$ cat src/rtl/mtcsr_pkg.sv
package mtcsr_pkg;
   localparam logic [11:0] A_MSTATUS  = 12'h300;
   localparam logic [11:0] A_MIE      = 12'h304;
   localparam logic [11:0] A_MTVEC    = 12'h305;
   localparam logic [11:0] A_MSCRATCH = 12'h340;
   localparam logic [11:0] A_MEPC     = 12'h341;
   localparam logic [11:0] A_MCAUSE   = 12'h342;
   localparam logic [11:0] A_MTVAL    = 12'h343;
   localparam logic [11:0] A_CYC_LO_M = 12'hB00;
   localparam logic [11:0] A_CYC_LO_U = 12'hC00;
   localparam logic [11:0] A_CYC_HI_M = 12'hB80;
   localparam logic [11:0] A_CYC_HI_U = 12'hC80;

   localparam logic [11:0] F_ECALL = 12'h000;
   localparam logic [11:0] F_MRET  = 12'h302;

   localparam int BIT_MIE  = 3;
   localparam int BIT_MPIE = 7;
   localparam int ECALL_CAUSE = 11;

   typedef enum logic [1:0] {
      RMW_NONE  = 2'd0,
      RMW_WRITE = 2'd1,
      RMW_SET   = 2'd2,
      RMW_CLEAR = 2'd3
   } rmw_kind_e;
endpackage

$ cat src/rtl/mtcsr_pending.sv
module mtcsr_pending #(
   parameter int XLEN = 32
) (
   input  logic            clk,
   input  logic            rst_n,
   input  logic            req,
   input  logic [XLEN-1:0] req_cause,
   input  logic            consume,
   output logic            pend_valid,
   output logic [XLEN-1:0] pend_cause
);
   always_ff @(posedge clk) begin
      if (!rst_n) begin
         pend_valid <= 1'b0;
         pend_cause <= '0;
      end else if (req) begin
         pend_valid <= 1'b1;
         pend_cause <= req_cause;
      end else if (consume) begin
         pend_valid <= 1'b0;
         pend_cause <= '0;
      end
   end
endmodule

$ cat src/rtl/mtcsr_cycle.sv
module mtcsr_cycle #(
   parameter int CNT_W = 64
) (
   input  logic             clk,
   input  logic             rst_n,
   input  logic             inc,
   output logic [CNT_W-1:0] count
);
   always_ff @(posedge clk) begin
      if (!rst_n)   count <= '0;
      else if (inc) count <= count + 1'b1;
   end
endmodule

$ cat src/rtl/mtcsr_vector.sv
module mtcsr_vector #(
   parameter int XLEN   = 32,
   parameter int NUM_W  = 5,
   parameter bit VEC_EN = 1'b1
) (
   input  logic [XLEN-1:0] mtvec,
   input  logic [NUM_W-1:0] num,
   input  logic            is_irq,
   output logic [XLEN-1:0] target
);
   logic [XLEN-1:0] base;
   assign base = {mtvec[XLEN-1:2], 2'b00};

   generate
      if (VEC_EN) begin : g_vec
         logic [XLEN-1:0] offs;
         assign offs   = {{(XLEN-NUM_W-2){1'b0}}, num, 2'b00};
         assign target = (is_irq && mtvec[1:0] == 2'd1) ? base + offs : base;
      end else begin : g_direct
         assign target = base;
      end
   endgenerate
endmodule

$ cat src/rtl/mtcsr_unit.sv
module mtcsr_unit
   import mtcsr_pkg::*;
#(
   parameter int XLEN   = 32,
   parameter int CNT_W  = 64,
   parameter int NUM_W  = 5,
   parameter bit VEC_EN = 1'b1
) (
   input  logic            clk,
   input  logic            rst_n,
   input  logic            step_valid,
   input  logic            sys_valid,
   input  logic [2:0]      sys_funct3,
   input  logic [11:0]     sys_func12,
   input  logic [4:0]      sys_rs1_idx,
   input  logic [XLEN-1:0] sys_rs1_val,
   input  logic [4:0]      sys_rd_idx,
   input  logic [XLEN-1:0] cur_pc,
   input  logic            irq_req,
   input  logic [XLEN-1:0] irq_cause,
   output logic            irq_take,
   output logic            rd_we,
   output logic [4:0]      rd_idx,
   output logic [XLEN-1:0] rd_wdata,
   output logic            redirect_valid,
   output logic [XLEN-1:0] redirect_pc
);
   localparam int IMM_PAD = XLEN - 5;

   generate
      if (XLEN != 32) begin : g_bad_xlen
         $error("mtcsr_unit: XLEN must be 32");
      end
      if (CNT_W <= 32 || CNT_W > 64) begin : g_bad_cnt
         $error("mtcsr_unit: CNT_W must be in 33..64");
      end
      if (NUM_W < 1 || NUM_W > XLEN - 3) begin : g_bad_num
         $error("mtcsr_unit: NUM_W out of range");
      end
   endgenerate

   logic [XLEN-1:0] mstatus_q, mie_q, mtvec_q, mscratch_q, mepc_q, mcause_q, mtval_q;
   logic            pend_valid;
   logic [XLEN-1:0] pend_cause;
   logic [CNT_W-1:0] cyc_cnt;
   logic [63:0]     cyc64;
   logic            exec_go, csr_go, ecall_go, mret_go;
   rmw_kind_e       rmw;
   logic [XLEN-1:0] operand, csr_old, csr_new, vec_pc;
   logic            csr_wr;
   logic [XLEN-1:0] st_trap, st_ret;

   mtcsr_pending #(.XLEN(XLEN)) u_pend (
      .clk(clk), .rst_n(rst_n), .req(irq_req), .req_cause(irq_cause),
      .consume(irq_take), .pend_valid(pend_valid), .pend_cause(pend_cause)
   );

   mtcsr_cycle #(.CNT_W(CNT_W)) u_cyc (
      .clk(clk), .rst_n(rst_n), .inc(step_valid), .count(cyc_cnt)
   );

   mtcsr_vector #(.XLEN(XLEN), .NUM_W(NUM_W), .VEC_EN(VEC_EN)) u_vec (
      .mtvec(mtvec_q), .num(pend_cause[NUM_W-1:0]), .is_irq(irq_take), .target(vec_pc)
   );

   assign cyc64    = 64'(cyc_cnt);
   assign irq_take = step_valid & pend_valid & mstatus_q[BIT_MIE];
   assign exec_go  = step_valid & sys_valid & ~irq_take;
   assign rmw      = rmw_kind_e'(sys_funct3[1:0]);
   assign csr_go   = exec_go & (rmw != RMW_NONE);
   assign ecall_go = exec_go & (sys_funct3 == 3'd0) & (sys_func12 == F_ECALL);
   assign mret_go  = exec_go & (sys_funct3 == 3'd0) & (sys_func12 == F_MRET);

   assign operand = sys_funct3[2] ? {{IMM_PAD{1'b0}}, sys_rs1_idx} : sys_rs1_val;

   always_comb begin
      unique case (sys_func12)
         A_MSTATUS:               csr_old = mstatus_q;
         A_MIE:                   csr_old = mie_q;
         A_MTVEC:                 csr_old = mtvec_q;
         A_MSCRATCH:              csr_old = mscratch_q;
         A_MEPC:                  csr_old = mepc_q;
         A_MCAUSE:                csr_old = mcause_q;
         A_MTVAL:                 csr_old = mtval_q;
         A_CYC_LO_M, A_CYC_LO_U:  csr_old = cyc64[31:0];
         A_CYC_HI_M, A_CYC_HI_U:  csr_old = cyc64[63:32];
         default:                 csr_old = '0;
      endcase
   end

   always_comb begin
      csr_new = csr_old;
      csr_wr  = 1'b0;
      case (rmw)
         RMW_WRITE: begin csr_new = operand;            csr_wr = 1'b1;            end
         RMW_SET:   begin csr_new = csr_old | operand;  csr_wr = (operand != '0); end
         RMW_CLEAR: begin csr_new = csr_old & ~operand; csr_wr = (operand != '0); end
         default:   begin csr_new = csr_old;            csr_wr = 1'b0;            end
      endcase
   end

   always_comb begin
      st_trap = mstatus_q;
      st_trap[BIT_MPIE] = mstatus_q[BIT_MIE];
      st_trap[BIT_MIE]  = 1'b0;
      st_ret = mstatus_q;
      st_ret[BIT_MIE]  = mstatus_q[BIT_MPIE];
      st_ret[BIT_MPIE] = 1'b1;
   end

   always_ff @(posedge clk) begin
      if (!rst_n) begin
         mstatus_q  <= '0;
         mie_q      <= '0;
         mtvec_q    <= '0;
         mscratch_q <= '0;
         mepc_q     <= '0;
         mcause_q   <= '0;
         mtval_q    <= '0;
      end else if (irq_take) begin
         mstatus_q <= st_trap;
         mepc_q    <= cur_pc;
         mcause_q  <= pend_cause;
      end else if (ecall_go) begin
         mstatus_q <= st_trap;
         mepc_q    <= cur_pc;
         mcause_q  <= XLEN'(ECALL_CAUSE);
      end else if (mret_go) begin
         mstatus_q <= st_ret;
      end else if (csr_go && csr_wr) begin
         case (sys_func12)
            A_MSTATUS:  mstatus_q  <= csr_new;
            A_MIE:      mie_q      <= csr_new;
            A_MTVEC:    mtvec_q    <= csr_new;
            A_MSCRATCH: mscratch_q <= csr_new;
            A_MEPC:     mepc_q     <= csr_new;
            A_MCAUSE:   mcause_q   <= csr_new;
            A_MTVAL:    mtval_q    <= csr_new;
            default: ;
         endcase
      end
   end

   assign rd_we          = csr_go & (sys_rd_idx != 5'd0);
   assign rd_idx         = sys_rd_idx;
   assign rd_wdata       = csr_old;
   assign redirect_valid = irq_take | ecall_go | mret_go;
   assign redirect_pc    = mret_go ? mepc_q : vec_pc;
endmodule

$ cat config.mk
export PLATFORM = sky130hd
export DESIGN_NAME = mtcsr_unit
export DESIGN_NICKNAME = d
export VERILOG_FILES = /design/src/rtl/mtcsr_pkg.sv /design/src/rtl/mtcsr_pending.sv /design/src/rtl/mtcsr_cycle.sv /design/src/rtl/mtcsr_vector.sv /design/src/rtl/mtcsr_unit.sv
export SDC_FILE = /design/constraint.sdc
export NUM_CORES = 1
export LEC_CHECK = 0
export BUFFER_PORTS_ARGS = -buffer_cell sky130_fd_sc_hd__buf_4
export CAP_MARGIN = 20
export CORE_UTILIZATION = 60
export CTS_CLUSTER_DIAMETER = 150
export CTS_CLUSTER_SIZE = 28
export DETAILED_ROUTE_END_ITERATION = 8
export HOLD_SLACK_MARGIN = 0.06
export PLACE_DENSITY = 0.86
export SYNTH_ARGS = -nofsm -noshare
export SYNTH_HDL_FRONTEND = slang
export SYNTH_HIERARCHICAL = 1
export SYNTH_SLANG_ARGS = --single-unit
$ cat constraint.sdc
create_clock -name clk -period 6.7 [get_ports clk]
set_input_delay 1.005 -clock clk [delete_from_list [all_inputs] [get_ports clk]]
set_output_delay 1.005 -clock clk [all_outputs]
set_load 0.03 [all_outputs]
Word-level counts from Yosys, hierarchy flattened
Cells that the tools add are included.

storage, ports and cells
  flip-flop bits (word level) = 321
  input port bits = 126
  output and inout port bits = 72
  logic and storage cells = 102

cells by class
  add/subtract/negate cells = 2
  eq/ne operators = 17
  muxes and demuxes = 25
  bitwise gates (word level) = 18
  reduce and logical (&&, ||, !) cells = 28

operator list
  operator               count
  $mux 32                15
  $pmux 32 s9            1
  $eq 12x10->1 const B   8
  $pmux 32 s3            1
  $add 64x1->64 const B  1
  $eq 12x12->1 const B   4
  $mux 8                 5
  $add 32x7->32          1
  $and 32x32->32         1
  $not 32->32            1
  $or 32x32->32          1
  $reduce_bool 32->1     1
  $reduce_and 5->1       5
  $logic_not 12->1       1
  $and 1x1->1            9
  $reduce_bool 3->1      3
  $reduce_bool 2->1      4
  $reduce_bool 4->1      2
  $reduce_and 3->1       2
  $reduce_or 2->1        3
  $reduce_bool 5->1      1
  $eq 2x1->1 const B     2
  $eq 2x2->1 const B     2
  $not 1->1              4
  other kinds (8)        12

Logic depth before layout (Yosys ltp)
Gate-level depths: netlist of run 1.

  word-level depth = 10
  depth in mapped cells = 11
  mapped depth without buffers = 8

Hierarchy
The synthesis of run 1 kept the hierarchy.

by module, submodules not included
  module         instances  cells an instance  area each (um^2)  sequential area each (um^2)
  mtcsr_unit     1          1518               12411.9           4484.3
  mtcsr_cycle    1          357                3129.3            1281.2
  mtcsr_pending  1          146                1675.4            660.6
  mtcsr_vector   1          106                744.5             0.0

Worst setup path before layout of run 1
OpenSTA, ideal clock, no wires.

  path kind = input -> output
  start = input sys_func12[2]
  end = output redirect_pc[10]
  arrival = 3.085 ns
  required time = 5.695 ns
  setup slack = 2.610 ns
  stages on the path = 6
  path buffers = 3
  cell sequence = buf_2 or3b_2 clkbuf_1 nor4_2 buf_2 mux2_2

on the way
  longest elaborated chain between the ends = 3

RTL lines
  element       RTL line           source
  from (decl)   mtcsr_unit.sv:14   input logic [11:0] sys_func12,
  $eq 12x10->1  mtcsr_unit.sv:72   assign mret_go = exec_go & (sys_funct3 == 3'd0) & (sys_func12 == F_MRET);
  $and 1x1->1   mtcsr_unit.sv:72
  $mux 32       mtcsr_unit.sv:148  assign redirect_pc = mret_go ? mepc_q : vec_pc;
  to (decl)     mtcsr_unit.sv:26   output logic [XLEN-1:0] redirect_pc

No other way between the ends.

Final worst setup path of run 1
  start = input sys_func12[5]
  end = output redirect_valid

on the way
  longest elaborated chain between the ends = 4
  elaborated cells on any way between the ends = 6
  classes of those cells = 1 x eq/ne; 4 x bitwise; 1 x reduce/logical

RTL lines
  element           RTL line           source
  $logic_not 12->1  mtcsr_unit.sv:71   assign ecall_go = exec_go & (sys_funct3 == 3'd0) & (sys_func12 == F_ECALL);
  $and 1x1->1       mtcsr_unit.sv:71
  $or 1x1->1        mtcsr_unit.sv:147  assign redirect_valid = irq_take | ecall_go | mret_go;
  $or 1x1->1 (*)    mtcsr_unit.sv:147
  to (decl)         mtcsr_unit.sv:25   output logic redirect_valid,

Mark *: on every way between the ends. The rest lies on a longest branch, timed or not.

==> results of run 1 <==
==> cells in the final DEF (no fill, tap or decap), types with 22 or more instances in the layout <==
cell / n
a21oi_1: 223
a31oi_1: 23
and2_1: 33
and3_1: 41
buf_4: 223
dfxtp_1: 321
mux2_2: 49
mux2i_1: 81
nand2_1: 147
nand2b_1: 40
nand3_1: 71
nand3_2: 30
nand4_1: 74
nor2_1: 104
nor3_1: 30
o21ai_0: 245
o21ai_1: 24
o21ai_2: 30
o22ai_1: 23
or3_1: 22
xnor2_1: 38
xor2_1: 26
==> worst paths after layout <==
check	start	end	depth (start not counted)
max	sys_func12[5]	redirect_valid	8
min	mie_q[3]	mie_q[3]	2
max reg2reg	mstatus_q[3]	mepc_q[0]	7
min reg2reg	mie_q[3]	mie_q[3]	2
==> cells by family after synthesis <==
family | share of synthesized area (%)
AO/OA/AOI/OAI | 23.3
buffers and inverters | 5.55
multiplexers | 8.97
XOR/XNOR | 3.12
adder cells (fa/ha/maj) | 0.529
AND/OR/NAND/NOR | 22.7
flip-flops | 35.8
other | 0.0209
==> critical path: stages <==
cell and delay [ns]:
buf_4 0.14, nor4_4 0.68, nand2_1 0.51, or3_1 0.79, and2_1 0.29, buf_4 0.24
nand2_1 0.15, buf_4 0.17
==> final cells by class <==
type / count / area, um^2
Clock inverter: 2 / 25.0
Fill cell: 2388 / 9390
Multi-Input combinational cell: 1618 / 10600
Sequential cell: 321 / 6430
Clock buffer: 15 / 375
Timing Repair Buffer: 226 / 1710
Inverter: 12 / 45.0
Tap cell: 384 / 480
==> power by group <==
part           leakage, nW  total (W)  switching, W  internal [W]
Sequential            2.59    0.00193     0.0000118       0.00192
Clock                0.197    0.00106      0.000643      0.000417
Combinational         4.63   0.000338      0.000216      0.000122
Total                 7.41    0.00333      0.000871       0.00246
==> sequential cells by signal, indices dropped and copies added, names as in the netlist <==
name               count
mcause_q              32
mepc_q                32
mie_q                 32
mscratch_q            32
mstatus_q             32
mtval_q               32
mtvec_q               32
u_cyc/count           64
u_pend/pend_cause     32
u_pend/pend_valid      1
==> layer usage <==
metal	vias up	GRT usage, %	part of all wire [%]
met2	1212	60.0	44
met1	8410	56.0	41
met4	0	12.9	3.6
li1	7992	-	-
met5	-	0	0
met3	159	6.59	12
==> per-stage QoR <==
step	std cells	power (W)	instance area, um^2	util (%)	hold slack (ns)
after floorplan	2128	0.00217	18000	-	0.429
after global placement	2560	0.00229	19300	66.3	0.436
after detailed placement	2560	0.00230	19300	66.3	0.445
after CTS	2577	0.00331	19700	67.7	0.461
after global routing	2578	0.00341	19700	67.7	0.476
final	2578	0.00333	19700	67.7	0.464
==> impl_results.md, run 1 <==
- Status: complete, no violations
- Clock Skew: 0.0234 ns
- Post-synth cell types: 102
- Sequential area share after synthesis: 35.8%
- Vias: 17,800
- Mapped Cells: 2,127
- Detailed Route Iter0 Violations: 2,829
- MaxCap Viol Count: 0
- Worst-margin pin slew: 1.13 ns
- Bufs on Longest Clock Path: 3
- Worst EP required: 5.69 ns
- Synth top area share: 35.8%
- Final #Nets: 2,327
- Setup ws final: 1.69 ns
- Initial Utilization: 61.7%
- Detailed Route WL: 61.9 mm
- Drt pass-1 iters: 6
- Dominant cells by area after synthesis: dfxtp_1 (36%), o21ai_0 (6.8%), a21oi_1 (6.2%), mux2i_1 (4.5%), nand2_1 (3.1%)
- Number of buffers created by CTS: 15
- Io pins: 198
- ANT nets after route: 0
- Global-route wire length before repair: 93.7 mm
- Startpoint types: input pin
- Global router's overall resource usage: 39.3%
- Synth Flop Type: dfxtp_1
- Max Transition Viols Final: 0
- Tcrit/Tclk final: 74.7%
- Setup Viol. Count Final: 0
- PortBufs: 197
- CP endpoint kind: output pin
- Die ar.: 0.0306 mm^2
- Fin Setup TNS: 0 ns
- Hold Path Class: register to register
- Ys async rst share: 0%
- Pleak: 7.41 nW
- Post-synth EDFFs: 0
- N_diodes: 0
- Drc violations: 0
- Overflow after GRT: 0
- Vias per cell: 6.89
- Synth top cells by count: dfxtp_1 (321), o21ai_0 (245), a21oi_1 (223)
- DIE HEIGHT: 175 um
- Cell Rows: 62
- Root Driver: clkbuf_16
- Pwr per Cell Area: 169 mW/mm^2
- Placer Congestion: 0.993
- Synthesis-stage register bit count: 321
- Rel. slew slack: 24.2%
- Vias in the first global route: 15,900
- Pre-CTS setup slack: 1.81 ns
- Hold buffer count at CTS: 0
- Core ar.: 0.0291 mm^2
- H-tree Lvls: 1
- WS Path Type: input pin to output pin
- RSZ-0062 raised after global routing: false
- Synth Cell Area: 0.0180 mm^2
- CTS tree: yes
- Largest area contributor in the synthesized netlist: dfxtp_1
- Setup Buffers After CTS: 0
- Fin. Hold Viols: 0
- Clk_lat worst skew: 0.53 ns
- Share of cells above drive strength 1: 19.5%
- Post-layout minimum cycle time: 5.01 ns
- Post-CTS resize count: 0
- Drt wl/cell: 24.0 um
- Worst-path clk slew: 0.12 ns
- Largest net degree at the start of global routing: 162
- R2R Setup Slk: 3.50 ns
- Critical Path Fanout Max: 29
- Count leader, synth: dfxtp_1
- FMAX: 0.200 GHz
- Initial antenna violation count: 0
- YS warnings: 6
- HPWL after DPL: 45.0 mm
- Area growth syn-to-layout: 9.69%
- Peak supply drop: 0.222 mV
- Clk sinks: 321
- Die width: 175 um
- Avg Cell Area, Syn: 8.44 um^2
- CP arrival: 4.00 ns
(Power assumes the default switching activity.)
==> inputs of run 2 (changes only) <==
--- a/config.mk
+++ b/config.mk
@@ -7,12 +7,12 @@
 export LEC_CHECK = 0
 export BUFFER_PORTS_ARGS = -buffer_cell sky130_fd_sc_hd__buf_4
 export CAP_MARGIN = 20
-export CORE_UTILIZATION = 60
+export CORE_UTILIZATION = 54
 export CTS_CLUSTER_DIAMETER = 150
 export CTS_CLUSTER_SIZE = 28
 export DETAILED_ROUTE_END_ITERATION = 8
 export HOLD_SLACK_MARGIN = 0.06
-export PLACE_DENSITY = 0.86
+export PLACE_DENSITY = 0.82
 export SYNTH_ARGS = -nofsm -noshare
 export SYNTH_HDL_FRONTEND = slang
 export SYNTH_HIERARCHICAL = 1
==> constraint.sdc (replaced) <==
create_clock -name clk -period 4.5 [get_ports clk]
set_input_delay 0.675 -clock clk [delete_from_list [all_inputs] [get_ports clk]]
set_output_delay 0.675 -clock clk [all_outputs]
set_load 0.03 [all_outputs]
==> impl_results.md, run 2 (synthesis results as in run 1) <==
- Critical Path Fanout Max: 12
- Drc violations: 0
- Commonest non-fill, non-tap cell in the layout: dfxtp_1
- Post-layout minimum cycle time: 4.04 ns
- Reg power frac: 58.0%
- Setup Viol. Count Final: 0
- DIE HEIGHT: 184 um
- Combinational share of power: 10.2%
- Setup Buffers After CTS: 0
- Area growth syn-to-layout: 10.7%
- Initial antenna violation count: 0
- Hold buffer count at CTS: 0
- Rel. slew slack: 30.8%
- Detailed Route Iter0 Violations: 2,955
- Tcrit/Tclk final: 89.8%
- Most frequent cells in the layout: dfxtp_1 (321), o21ai_0 (245), buf_4 (236), a21oi_1 (223), nand2_1 (147)
- Die ar.: 0.0340 mm^2
- Final #Nets: 2,340
- ANT nets after route: 0
- Detailed Route WL: 63.6 mm
- CP endpoint kind: output pin
- RSZ-0062 raised after global routing: false
- MaxCap Viol Count: 0
- FF+latch area: 0.00643 mm^2
- N_diodes: 0
- Overflow after GRT: 0
- Reg with most FFs: u_cyc/count
- Die width: 184 um
- Clock power frac: 31.8%
- Bufs on Longest Clock Path: 3
- Multi-input logic area: 0.0106 mm^2
- Fin. Hold Viols: 0
- Fin Setup TNS: 0 ns
- Drt pass-1 iters: 6
- Core ar.: 0.0326 mm^2
- Clock Skew: 0.0231 ns
- Net Switching: 0.00130 W
- Pleak: 7.48 nW
- Cell Rows: 66
- H-tree Lvls: 1
- Vias per cell: 6.73
- Drt wl/cell: 24.0 um
- Non-filler cells, final: 2,649
- Hold Path Class: input pin to register
- Global-route wire length before repair: 96.3 mm
- Largest net degree at the start of global routing: 124
- HPWL after DPL: 46.2 mm
- Status: complete, no violations
- Worst-margin pin slew: 1.03 ns
- FMAX: 0.248 GHz
- Fill cells: 2,820
- Vias in the first global route: 16,200
- Clk_lat worst skew: 0.53 ns
- Placed cells: 2,632
- Max reg flops: 64
- CTS tree: yes
- Vias: 17,800
- Max Transition Viols Final: 0
- PortBufs: 197
- Peak supply drop: 0.215 mV
- Clk sinks: 321
- Worst EP required: 3.83 ns
- Startpoint types: register
- P_int: 0.00367 W
- Io pins: 198
- Worst-path clk slew: 0.11 ns
- WS Path Type: register to output pin
- Root Driver: clkbuf_16
- Pwr per Cell Area: 250 mW/mm^2
- Initial Utilization: 55.1%
- CP arrival: 3.36 ns
- Share of cells above drive strength 1: 20.0%
- Sw Share: 26.2%
- Global router's overall resource usage: 36.6%
- Post-CTS resize count: 0
- Number of buffers created by CTS: 15
- Placer Congestion: 0.987
==> run 2: cell count changes in the layout (fill, tap and decap cells not counted), sizes merged <==
cell	previous run	this run
clkbuf	16	15
buf	225	239
==> run 2: worst paths after layout <==
| check | endpoint | cells after the start | slack, ns | from |
|---|---|---|---|---|
| max | redirect_pc[21] | 10 | 0.46 | u_pend/pend_valid |
| min | u_pend/pend_cause[14] | 3 | 0.37 | irq_cause[14] |
| max reg2reg | mcause_q[24] | 7 | 1.57 | u_pend/pend_valid |
| min reg2reg | u_pend/pend_cause[29] | 2 | 0.47 | u_pend/pend_cause[29] |
==> run 2: metrics by stage <==
step / utilization (%) / cell area (um^2) / hold slack [ns] / setup slack, ns / total power (W)
floorplan: - / 18000 / 0.429 / 1.07 / 0.00324
global route: 60.9 / 19900 / 0.376 / 0.441 / 0.00508
detailed placement: 59.7 / 19500 / 0.455 / 0.752 / 0.00343
global placement: 59.7 / 19500 / 0.441 / 0.779 / 0.00342
CTS: 60.9 / 19900 / 0.358 / 0.611 / 0.00495
finish: 60.9 / 19900 / 0.366 / 0.460 / 0.00496
==> run 2: power groups by stage <==
stage / registers [W] / clock network [W] / logic (W)
finish: 0.00288 / 0.00158 / 0.000506
global route: 0.00288 / 0.00166 / 0.000533
CTS: 0.00288 / 0.00158 / 0.000493
detailed placement: 0.00294 / 0 / 0.000491
global placement: 0.00294 / 0 / 0.000481
floorplan: 0.00293 / 0 / 0.000302
==> run 2: critical path: stages (launching register included) <==
cell	delay [ns]
dfxtp_1	0.47
nand3_1	0.23
clkinv_1	0.09
buf_4	0.17
and3b_1	0.30
nand4_1	0.14
a21oi_2	0.56
nand4_1	0.22
xnor2_1	0.17
mux2_2	0.31
buf_4	0.18
==> run 2: final cells by class <==
cell class                      instances  area share, %
Timing Repair Buffer                  239           9.17
Multi-Input combinational cell       1618           53.5
Sequential cell                       321           32.3
Tap cell                              442           2.78
Inverter                               12          0.227
Clock inverter                          2          0.126
Clock buffer                           15           1.89
==> run 2: layer usage <==
metal / GRT usage, % / up-vias / routed length, um
li1: - / 8019 / -
met1: 52.0 / 8436 / 26200
met2: 55.0 / 1226 / 27700
met3: 7.09 / 152 / 7550
met4: 12.9 / 0 / 2260
met5: 0 / - / 0
